[config.mk]
export PLATFORM = sky130hd
export DESIGN_NAME = cfg_port
export DESIGN_NICKNAME = d
export VERILOG_FILES = /design/src/rtl/cfg_port_pkg.sv /design/src/rtl/cfg_port_ctrl.sv /design/src/rtl/cfg_port_dp.sv /design/src/rtl/cfg_port.sv
export SDC_FILE = /design/constraint.sdc
export NUM_CORES = 1
export LEC_CHECK = 0
export BUFFER_PORTS_ARGS = -buffer_cell sky130_fd_sc_hd__clkbuf_2
export CAP_MARGIN = 20
export CORE_AREA = 5 5 79 135
export DETAILED_ROUTE_END_ITERATION = 8
export DIE_AREA = 0 0 84 140
export PLACE_DENSITY = 0.88
export SYNTH_ARGS = -nofsm -noshare
export SYNTH_HDL_FRONTEND = slang
export SYNTH_SLANG_ARGS = --single-unit
[constraint.sdc]
create_clock -name clk -period 1.8 [get_ports clk]
set_input_delay 0.09 -clock clk [delete_from_list [all_inputs] [get_ports clk]]
set_output_delay 0.09 -clock clk [all_outputs]
set_load 0.02 [all_outputs]
[src/rtl/cfg_port_pkg.sv]
package cfg_port_pkg;
  localparam int BUS_W  = 8;
  localparam int DEV_W  = 5;
  localparam int FUNC_W = 3;
  localparam int REG_W  = 6;

  // Source of the captured completion data
  typedef enum logic [1:0] {RD_ZERO, RD_ONES, RD_ADDR, RD_RSP} rdSrc_t;

  // Strobes from control to datapath
  typedef struct packed {
    logic   loadAddr;   // store address register from ioWdata
    logic   latchReq;   // latch direction, lanes and data of a window access
    logic   capRd;      // capture completion data and hit flag
    rdSrc_t rdSrc;
    logic   hit;
  } dpStrobe_t;
endpackage

[src/rtl/cfg_port_ctrl.sv]
module cfg_port_ctrl
  import cfg_port_pkg::*;
#(
  parameter int DW_AW = 14,
  parameter logic [DW_AW-1:0] ADDR_DW = 14'h33E,
  parameter logic [DW_AW-1:0] DATA_DW = 14'h33F
) (
  input  logic             clk,
  input  logic             rstN,
  input  logic             ioReq,
  input  logic             ioWrite,
  input  logic [DW_AW-1:0] ioDwAddr,
  input  logic [3:0]       ioBe,
  input  logic             mapEn,
  input  logic             cfgAck,
  output dpStrobe_t        strb,
  output logic             cfgReq,
  output logic             ioReady
);
  typedef enum logic [1:0] {S_IDLE, S_CFG, S_DONE} state_t;
  state_t state, stateNxt;

  logic isAddr, isData, fullDw, anyBe;
  assign isAddr = (ioDwAddr == ADDR_DW);
  assign isData = (ioDwAddr == DATA_DW);
  assign fullDw = (ioBe == 4'hF);
  assign anyBe  = |ioBe;

  always_comb begin
    stateNxt = state;
    strb     = '{loadAddr: 1'b0, latchReq: 1'b0, capRd: 1'b0, rdSrc: RD_ONES, hit: 1'b0};
    unique case (state)
      S_IDLE: if (ioReq) begin
        if (isAddr && fullDw) begin
          strb.capRd    = 1'b1;
          strb.hit      = 1'b1;
          strb.loadAddr = ioWrite;
          strb.rdSrc    = ioWrite ? RD_ZERO : RD_ADDR;
          stateNxt      = S_DONE;
        end else if (isData && mapEn && anyBe) begin
          strb.latchReq = 1'b1;
          stateNxt      = S_CFG;
        end else begin
          strb.capRd = 1'b1;
          strb.rdSrc = RD_ONES;
          stateNxt   = S_DONE;
        end
      end
      S_CFG: if (cfgAck) begin
        strb.capRd = 1'b1;
        strb.hit   = 1'b1;
        strb.rdSrc = RD_RSP;
        stateNxt   = S_DONE;
      end
      S_DONE:  stateNxt = S_IDLE;
      default: stateNxt = S_IDLE;
    endcase
  end

  always_ff @(posedge clk) begin
    if (!rstN) state <= S_IDLE;
    else       state <= stateNxt;
  end

  assign cfgReq  = (state == S_CFG);
  assign ioReady = (state == S_DONE);
endmodule

[src/rtl/cfg_port_dp.sv]
module cfg_port_dp
  import cfg_port_pkg::*;
(
  input  logic              clk,
  input  logic              rstN,
  input  dpStrobe_t         strb,
  input  logic              ioWrite,
  input  logic [3:0]        ioBe,
  input  logic [31:0]       ioWdata,
  input  logic [31:0]       cfgRdata,
  output logic              mapEn,
  output logic [BUS_W-1:0]  cfgBus,
  output logic [DEV_W-1:0]  cfgDev,
  output logic [FUNC_W-1:0] cfgFunc,
  output logic [REG_W-1:0]  cfgReg,
  output logic              cfgWrite,
  output logic [3:0]        cfgBe,
  output logic [31:0]       cfgWdata,
  output logic [31:0]       ioRdata,
  output logic              hitQ
);
  // Only the meaningful fields are stored; reserved bits do not exist.
  logic              mapQ;
  logic [BUS_W-1:0]  busQ;
  logic [DEV_W-1:0]  devQ;
  logic [FUNC_W-1:0] funcQ;
  logic [REG_W-1:0]  regQ;
  logic [31:0]       addrView;

  assign addrView = {mapQ, 7'b0, busQ, devQ, funcQ, regQ, 2'b00};

  always_ff @(posedge clk) begin
    if (!rstN) begin
      mapQ <= 1'b0; busQ <= '0; devQ <= '0; funcQ <= '0; regQ <= '0;
      cfgWrite <= 1'b0; cfgBe <= '0; cfgWdata <= '0;
      ioRdata <= '0; hitQ <= 1'b0;
    end else begin
      if (strb.loadAddr) begin
        mapQ  <= ioWdata[31];
        busQ  <= ioWdata[23:16];
        devQ  <= ioWdata[15:11];
        funcQ <= ioWdata[10:8];
        regQ  <= ioWdata[7:2];
      end
      if (strb.latchReq) begin
        cfgWrite <= ioWrite;
        cfgBe    <= ioBe;
        cfgWdata <= ioWdata;
      end
      if (strb.capRd) begin
        hitQ <= strb.hit;
        unique case (strb.rdSrc)
          RD_ZERO: ioRdata <= '0;
          RD_ONES: ioRdata <= '1;
          RD_ADDR: ioRdata <= addrView;
          RD_RSP:  ioRdata <= cfgRdata;
          default: ioRdata <= '1;
        endcase
      end
    end
  end

  assign mapEn   = mapQ;
  assign cfgBus  = busQ;
  assign cfgDev  = devQ;
  assign cfgFunc = funcQ;
  assign cfgReg  = regQ;
endmodule

[src/rtl/cfg_port.sv]
module cfg_port
  import cfg_port_pkg::*;
#(
  parameter int IO_AW = 16,
  parameter logic [IO_AW-1:0] ADDR_PORT = 16'h0CF8,
  parameter logic [IO_AW-1:0] DATA_PORT = 16'h0CFC
) (
  input  logic              clk,
  input  logic              rstN,
  input  logic              ioReq,
  input  logic              ioWrite,
  input  logic [IO_AW-3:0]  ioDwAddr,
  input  logic [3:0]        ioBe,
  input  logic [31:0]       ioWdata,
  output logic [31:0]       ioRdata,
  output logic              ioReady,
  output logic              ioHit,
  output logic              cfgReq,
  output logic              cfgWrite,
  output logic [BUS_W-1:0]  cfgBus,
  output logic [DEV_W-1:0]  cfgDev,
  output logic [FUNC_W-1:0] cfgFunc,
  output logic [REG_W-1:0]  cfgReg,
  output logic [3:0]        cfgBe,
  output logic [31:0]       cfgWdata,
  input  logic              cfgAck,
  input  logic [31:0]       cfgRdata
);
  localparam int DW_AW = IO_AW - 2;
  localparam logic [DW_AW-1:0] ADDR_DW = ADDR_PORT[IO_AW-1:2];
  localparam logic [DW_AW-1:0] DATA_DW = DATA_PORT[IO_AW-1:2];

  dpStrobe_t strb;
  logic      mapEn;
  logic      hitQ;

  cfg_port_ctrl #(.DW_AW(DW_AW), .ADDR_DW(ADDR_DW), .DATA_DW(DATA_DW)) u_ctrl (
    .clk(clk), .rstN(rstN), .ioReq(ioReq), .ioWrite(ioWrite), .ioDwAddr(ioDwAddr),
    .ioBe(ioBe), .mapEn(mapEn), .cfgAck(cfgAck), .strb(strb),
    .cfgReq(cfgReq), .ioReady(ioReady)
  );

  cfg_port_dp u_dp (
    .clk(clk), .rstN(rstN), .strb(strb), .ioWrite(ioWrite), .ioBe(ioBe),
    .ioWdata(ioWdata), .cfgRdata(cfgRdata), .mapEn(mapEn), .cfgBus(cfgBus),
    .cfgDev(cfgDev), .cfgFunc(cfgFunc), .cfgReg(cfgReg), .cfgWrite(cfgWrite),
    .cfgBe(cfgBe), .cfgWdata(cfgWdata), .ioRdata(ioRdata), .hitQ(hitQ)
  );

  assign ioHit = hitQ & ioReady;
endmodule

======== Word-level counts from Yosys, hierarchy flattened ========
Cells that the tools add are included.
word-level totals
  flip-flop bits (word level) ............. 95
  output and inout port bits .............. 94
  logic and storage cells ................. 46
operators by class
  equality and inequality tests ........... 10
  multiplexer cells ....................... 17
  bitwise operators ....................... 1
  reduce and logical (&&, ||, !) cells .... 7
operators by type and width
  kind                                                                number
  32-bit case mux with 4 select lines                                 1
  14-bit by 10-bit == test with 1-bit output (second input constant)  2
  2-bit 2-to-1 mux                                                    6
  4-bit case mux with 2 select lines                                  1
  2-bit == test (second input constant)                               3
  3-bit 2-to-1 mux                                                    2
  6-bit 2-to-1 mux                                                    1
  2-bit by 1-bit == test with 1-bit output (second input constant)    2
  4-bit == test (second input constant)                               1
  2-bit zero test                                                     2
  1-bit 2-to-1 mux                                                    4
  4-bit 2-to-1 mux                                                    1
  2-bit case mux with 2 select lines                                  1
  4-bit OR reduction                                                  1
  1-bit logical AND                                                   3
  2-bit by 1-bit != test with 1-bit output (second input constant)    1
  2-bit != test (second input constant)                               1
  2-bit AND reduction                                                 1
  1-bit AND                                                           1

======== Logic depth before layout (Yosys ltp) ========
  depth after elaboration ................. 9
  gate-level depth with buffers ........... 6
  gate-level depth less buffers ........... 4

======== By module ========
A second synthesis with hierarchy kept.
second synthesis, totals
  cells, all modules ...................... 404
  area, all modules ....................... 4277.9 sq um
modules (own cells, without submodules)
  module         instances  cells an instance  area an instance (sq um)  sequential area each (sq um)
  cfg_port_dp    1          369                4026.4                    1861.8
  cfg_port_ctrl  1          34                 245.2                     40.0
  cfg_port       1          1                  6.3                       0.0

======== Least setup slack after synthesis ========
Ideal clock, no wire load.
  path kind ............................... reg-to-reg
  start ................................... register u_ctrl.state[0]
  end ..................................... register u_dp.ioRdata[10]
  setup time .............................. 0.095 ns
  data arrival time ....................... 1.541 ns
  path slack .............................. 0.163 ns
  cell stages (with the launch flop) ...... 7
  buffers on the path ..................... 2
  clock period less this slack ............ 1.637 ns
  cells stage by stage .................... dfxtp_1 > nor2b_2 > and2_1 > buf_4 > nor4_4 > buf_2 > a221oi_1
on the way
  word-level cells in the longest chain between the ends .. 4
  elaborated cells on any way between the ends .. 8
  those cells by class .................... 4 x eq/ne; 2 x mux; 2 x reduce/logical
ends and longest elaborated chain
  item                                          line                 RTL
  start, declared                               cfg_port_ctrl.sv:21  state_t state, stateNxt;
  start signal, assigned                        cfg_port_ctrl.sv:62  else state <= stateNxt;
  2-bit by 1-bit == test with 1-bit output (*)  n/a
  net cfgReq                                    cfg_port.sv:18       output logic cfgReq,
  4-bit case mux with 2 select lines (*)        cfg_port_ctrl.sv:32  unique case (state)
  2-bit == test, or another cell as far along   cfg_port_dp.sv:52    unique case (strb.rdSrc)
  32-bit case mux with 4 select lines           cfg_port_dp.sv:52
  end signal, assigned                          cfg_port_dp.sv:55    RD_ADDR: ioRdata <= addrView;
  end signal, assigned                          cfg_port_dp.sv:56    RD_RSP: ioRdata <= cfgRdata;
  end, declared                                 cfg_port_dp.sv:19    output logic [31:0] ioRdata,
The timed path passes the listed nets; every way through them passes the cells marked *.
A chain may end at the register's enable or synchronous reset.

======== Worst setup path after layout ========
  start ................................... register u_ctrl.state[0]
  end ..................................... register u_dp.cfgWdata[28]
on the way
  word-level cells in the longest chain between the ends .. 2
ends and longest elaborated chain
  item                  line                 RTL
  2-bit zero test       cfg_port_ctrl.sv:32
  2-bit 2-to-1 mux      cfg_port_ctrl.sv:32
  end signal, assigned  cfg_port_dp.sv:48    cfgWdata <= ioWdata;
  end, declared         cfg_port_dp.sv:18    output logic [31:0] cfgWdata,
No other way between the ends.

==> summary.txt <==
Logic synthesis
  – Most frequent cell after synthesis: dfxtp_1
  – Post-synth cell types: 33
  – Simple-gate area share of the yosys netlist: 18.5%
  – Top cells by count, synth: dfxtp_1 (95), a21oi_1 (63), nand4_1 (62)
  – Top cell type's share of synthesized area: between 40 and 50%
  – Number of synthesized flops with an enable pin: 0
  – Async SR Flop Fraction: 0%
  – Synth Register Bits: 95
  – Area leader, netlist: dfxtp_1
  – Dominant cells by area after synthesis: dfxtp_1 (44%), nand4_1 (8.9%), a21oi_1 (7.2%), o31ai_1 (6.4%), o21ai_0 (5.3%)
  – Main combinational cell family by area after synthesis: compound AO/OA/AOI/OAI gates
  – Sequential share of the synthesized area: 43.6%
  – Mapped Cells: 522
  – Syn nets: 609
  – Yosys warning count: 0
  – Synth Area in Compound Gates: 29.0%
  – Post-synthesis mux area share: 0%
  – Syn avg cell area: 8.36 um^2
  – Syn Std Cell Area: 4370 um^2
  – Synth Area in Adders: 0%
  – XOR/XNOR share of the synthesized area: 0%
  – Top FF cell, synth: dfxtp_1

Placement
  – Post-DP HPWL: 10,600 um
  – I/O Buffers: 180
  – GP Congestion: between 0.8 and 0.9
  – Placed Area: 5380 um^2
  – Placed cell count: a little under 800

Status
  – Outcome: complete, no violations

Routing
  – DRT Pass-1 Iters: 7
  – DR vias/cell: 6.08
  – Antenna Nets Post-Route: 0
  – Total routed wirelength: 15,100 um
  – DR DRC count: 0
  – Via count: 4,932
  – Drt wl/cell: 18.6 um
  – DR iter-0 viols: 383

Timing
  – Final Max Tran Viols: 0
  – Tmin final: around 1.6 ns
  – Hold Slack: 0.00600 ns
  – Hold Violations, Final: 0
  – Max Clock Skew: approximately 0.0084 ns
  – Max Fclk: 613 MHz
  – Relative slew slack: about 66%
  – Setup_tns: 0 ns
  – RSZ-0062 raised after global routing: no
  – Final setup fails: 0
  – Final Cycle Share: slightly above 90%
  – Worst-Margin Slew: approximately 0.5 ns

Clocking
  – TritonCTS Buffers: 9
  – Clock Sink Count: 95
  – CTS tree: done
  – Root buffer cell: clkbuf_16
  – Skew-Pair Late Insertion Delay: 0.34 ns
  – H-tree levels: 3
  – Buffer depth of the longest clock path: 2
  – Clock-pin slew on the worst setup and hold paths: 0.07 ns

Final layout
  – Area Overhead vs Synth: 32.8%
  – # fillers: between 800 and 900
  – Post-route insts no fill: between 800 and 900
  – Layout cells sized above 1: 33.1%
  – Ant diodes: 0
  – NumNets Final: roughly 770
  – Fin util: 61.6%
  – Fin area: 5800 um^2

Floorplan
  – Die width: ~84 um
  – Die area: 11,800 um^2
  – Io pins: between 150 and 200
  – Die height: 140 um
  – Row count: 47
  – Starting density of the core: between 40% and 50%
  – Core box area: 9410 um^2

Global route
  – All-layer global routing usage: 24.2%
  – Global-route wire length before repair: 23,800 um
  – Vias in the first global route: 4,750
  – Grt total ovfl: 0
  – Antenna violations before repair: 0
  – Largest net degree at the start of global routing: 63

Hold path
  – WHS Endpoint: u_dp.cfgFunc[2]
  – Hold path startpoint: ioWdata[10]
  – Worst Hold Class: in -> reg
  – Hold Crit Depth: 3

Critical path
  – R2R Setup Slk: between 0.15 and 0.2 ns
  – Reg2reg end: u_dp.cfgWdata[28]
  – Critical path class: reg -> reg
  – CP Data Arrival Time: around 1.9 ns
  – Worst path required time: 2.02 ns
  – Critical Path Sink Type: flip-flop
  – Worst r2r path cells: 6
  – Maximum fanout along the worst path: 38
  – Worst r2r src: u_ctrl.state[0]
  – Critical Path Start Type: flip-flop

Job
  – # Max-Cap Violations: 0

Power
  – LEAKAGE: 2.30 nW
  – PwrDens: 768 nW/um^2
  – Worst vdd ir: 0.501 mV
-- per-layer routing --
| layer | track usage [%] | up-vias | share of wire (%) | routed length [um] |
|---|---|---|---|---|
| met5 | 0 | - | 0 | 0 |
| met4 | 11.4 | 0 | 4.1 | 624 |
| met3 | 4.23 | 53 | 6.6 | 1000 |
| met2 | 40.7 | 258 | 51 | 7670 |
| met1 | 29.7 | 2298 | 38 | 5760 |
| li1 | - | 2323 | - | - |
-- layout by cell type, fill, tap and decap left out, types with 23 or more instances in the layout --
cell type / Yosys / final
dfxtp_1: 95 / 95
clkbuf_2: 0 / 180
nand3_1: 25 / 24
o31ai_1: 37 / 37
nand4_1: 62 / 62
a21oi_1: 63 / 63
a221oi_1: 23 / 23
inv_1: 25 / 25
o22ai_1: 23 / 23
o21ai_0: 46 / 46
-- state kept, by name (all words and copies together) (netlist names), 2 cells and up --
register	cells
u_dp.cfgWdata	32
u_dp.ioRdata	32
u_dp.cfgBus	8
u_dp.cfgReg	6
u_dp.cfgDev	5
u_dp.cfgBe	4
u_dp.cfgFunc	3
u_ctrl.state	2
-- report_power, final --
group	internal (mW)	switching, mW	total, mW
registers	2.16	0.0404	2.20
clock network	0.945	0.853	1.80
logic	0.189	0.266	0.455
-- final cells by class --
cell class | count | area [um^2] | area share [%]
timing repair buffer | 214 | 1290 | 22.2
tap | 122 | 153 | 2.63
clock buffer | 10 | 229 | 3.95
inverter | 26 | 97.6 | 1.68
clock inverter | 6 | 45.0 | 0.777
multi-input combinational | 338 | 2080 | 35.9
sequential | 95 | 1900 | 32.8
-- cell families after synthesis --
family / Yosys count
buffers and inverters: 89
AO/OA/AOI/OAI: 204
AND/OR/NAND/NOR: 134
flip-flops: 95
-- worst max-delay path, cell delays in order (launching register included) --
cell and delay, ns:
dfxtp_1 0.37, nor3b_4 0.22, buf_4 0.17, nand3_2 0.13, buf_12 0.23, o31ai_1 0.27
a21oi_1 0.11
-- metrics by stage --
step | setup WS [ns] | total power, mW
3_5_place_dp | 0.0798 | 2.67
3_3_place_gp | 0.179 | 2.66
2_1_floorplan | 0.163 | 2.45
4_1_cts | 0.0594 | 4.46
6_report | 0.168 | 4.45
5_1_grt | 0.0626 | 4.60
-- worst max-delay path by stage --
stage                         start                 to  slack, ns  cells past startpoint
global placement    u_ctrl.state[1]      u_dp.cfgBe[3]       0.18                      5
detailed placement  u_ctrl.state[1]    u_dp.ioRdata[0]       0.08                      4
floorplan           u_ctrl.state[0]   u_dp.ioRdata[10]       0.16                      6
finish              u_ctrl.state[0]  u_dp.cfgWdata[28]       0.17                      6
CTS                 u_ctrl.state[1]  u_dp.cfgWdata[18]       0.06                      5
global route        u_ctrl.state[0]   u_dp.ioRdata[31]       0.06                      6
-- timing repair --
action / CTS / global route
hold endpoints to repair: 13 / 0
setup buffers: 0 / 2
setup endpoints to repair: 0 / 48
gates resized for setup: 0 / 2
hold buffers: 12 / 0
(Power assumes the default switching activity.)
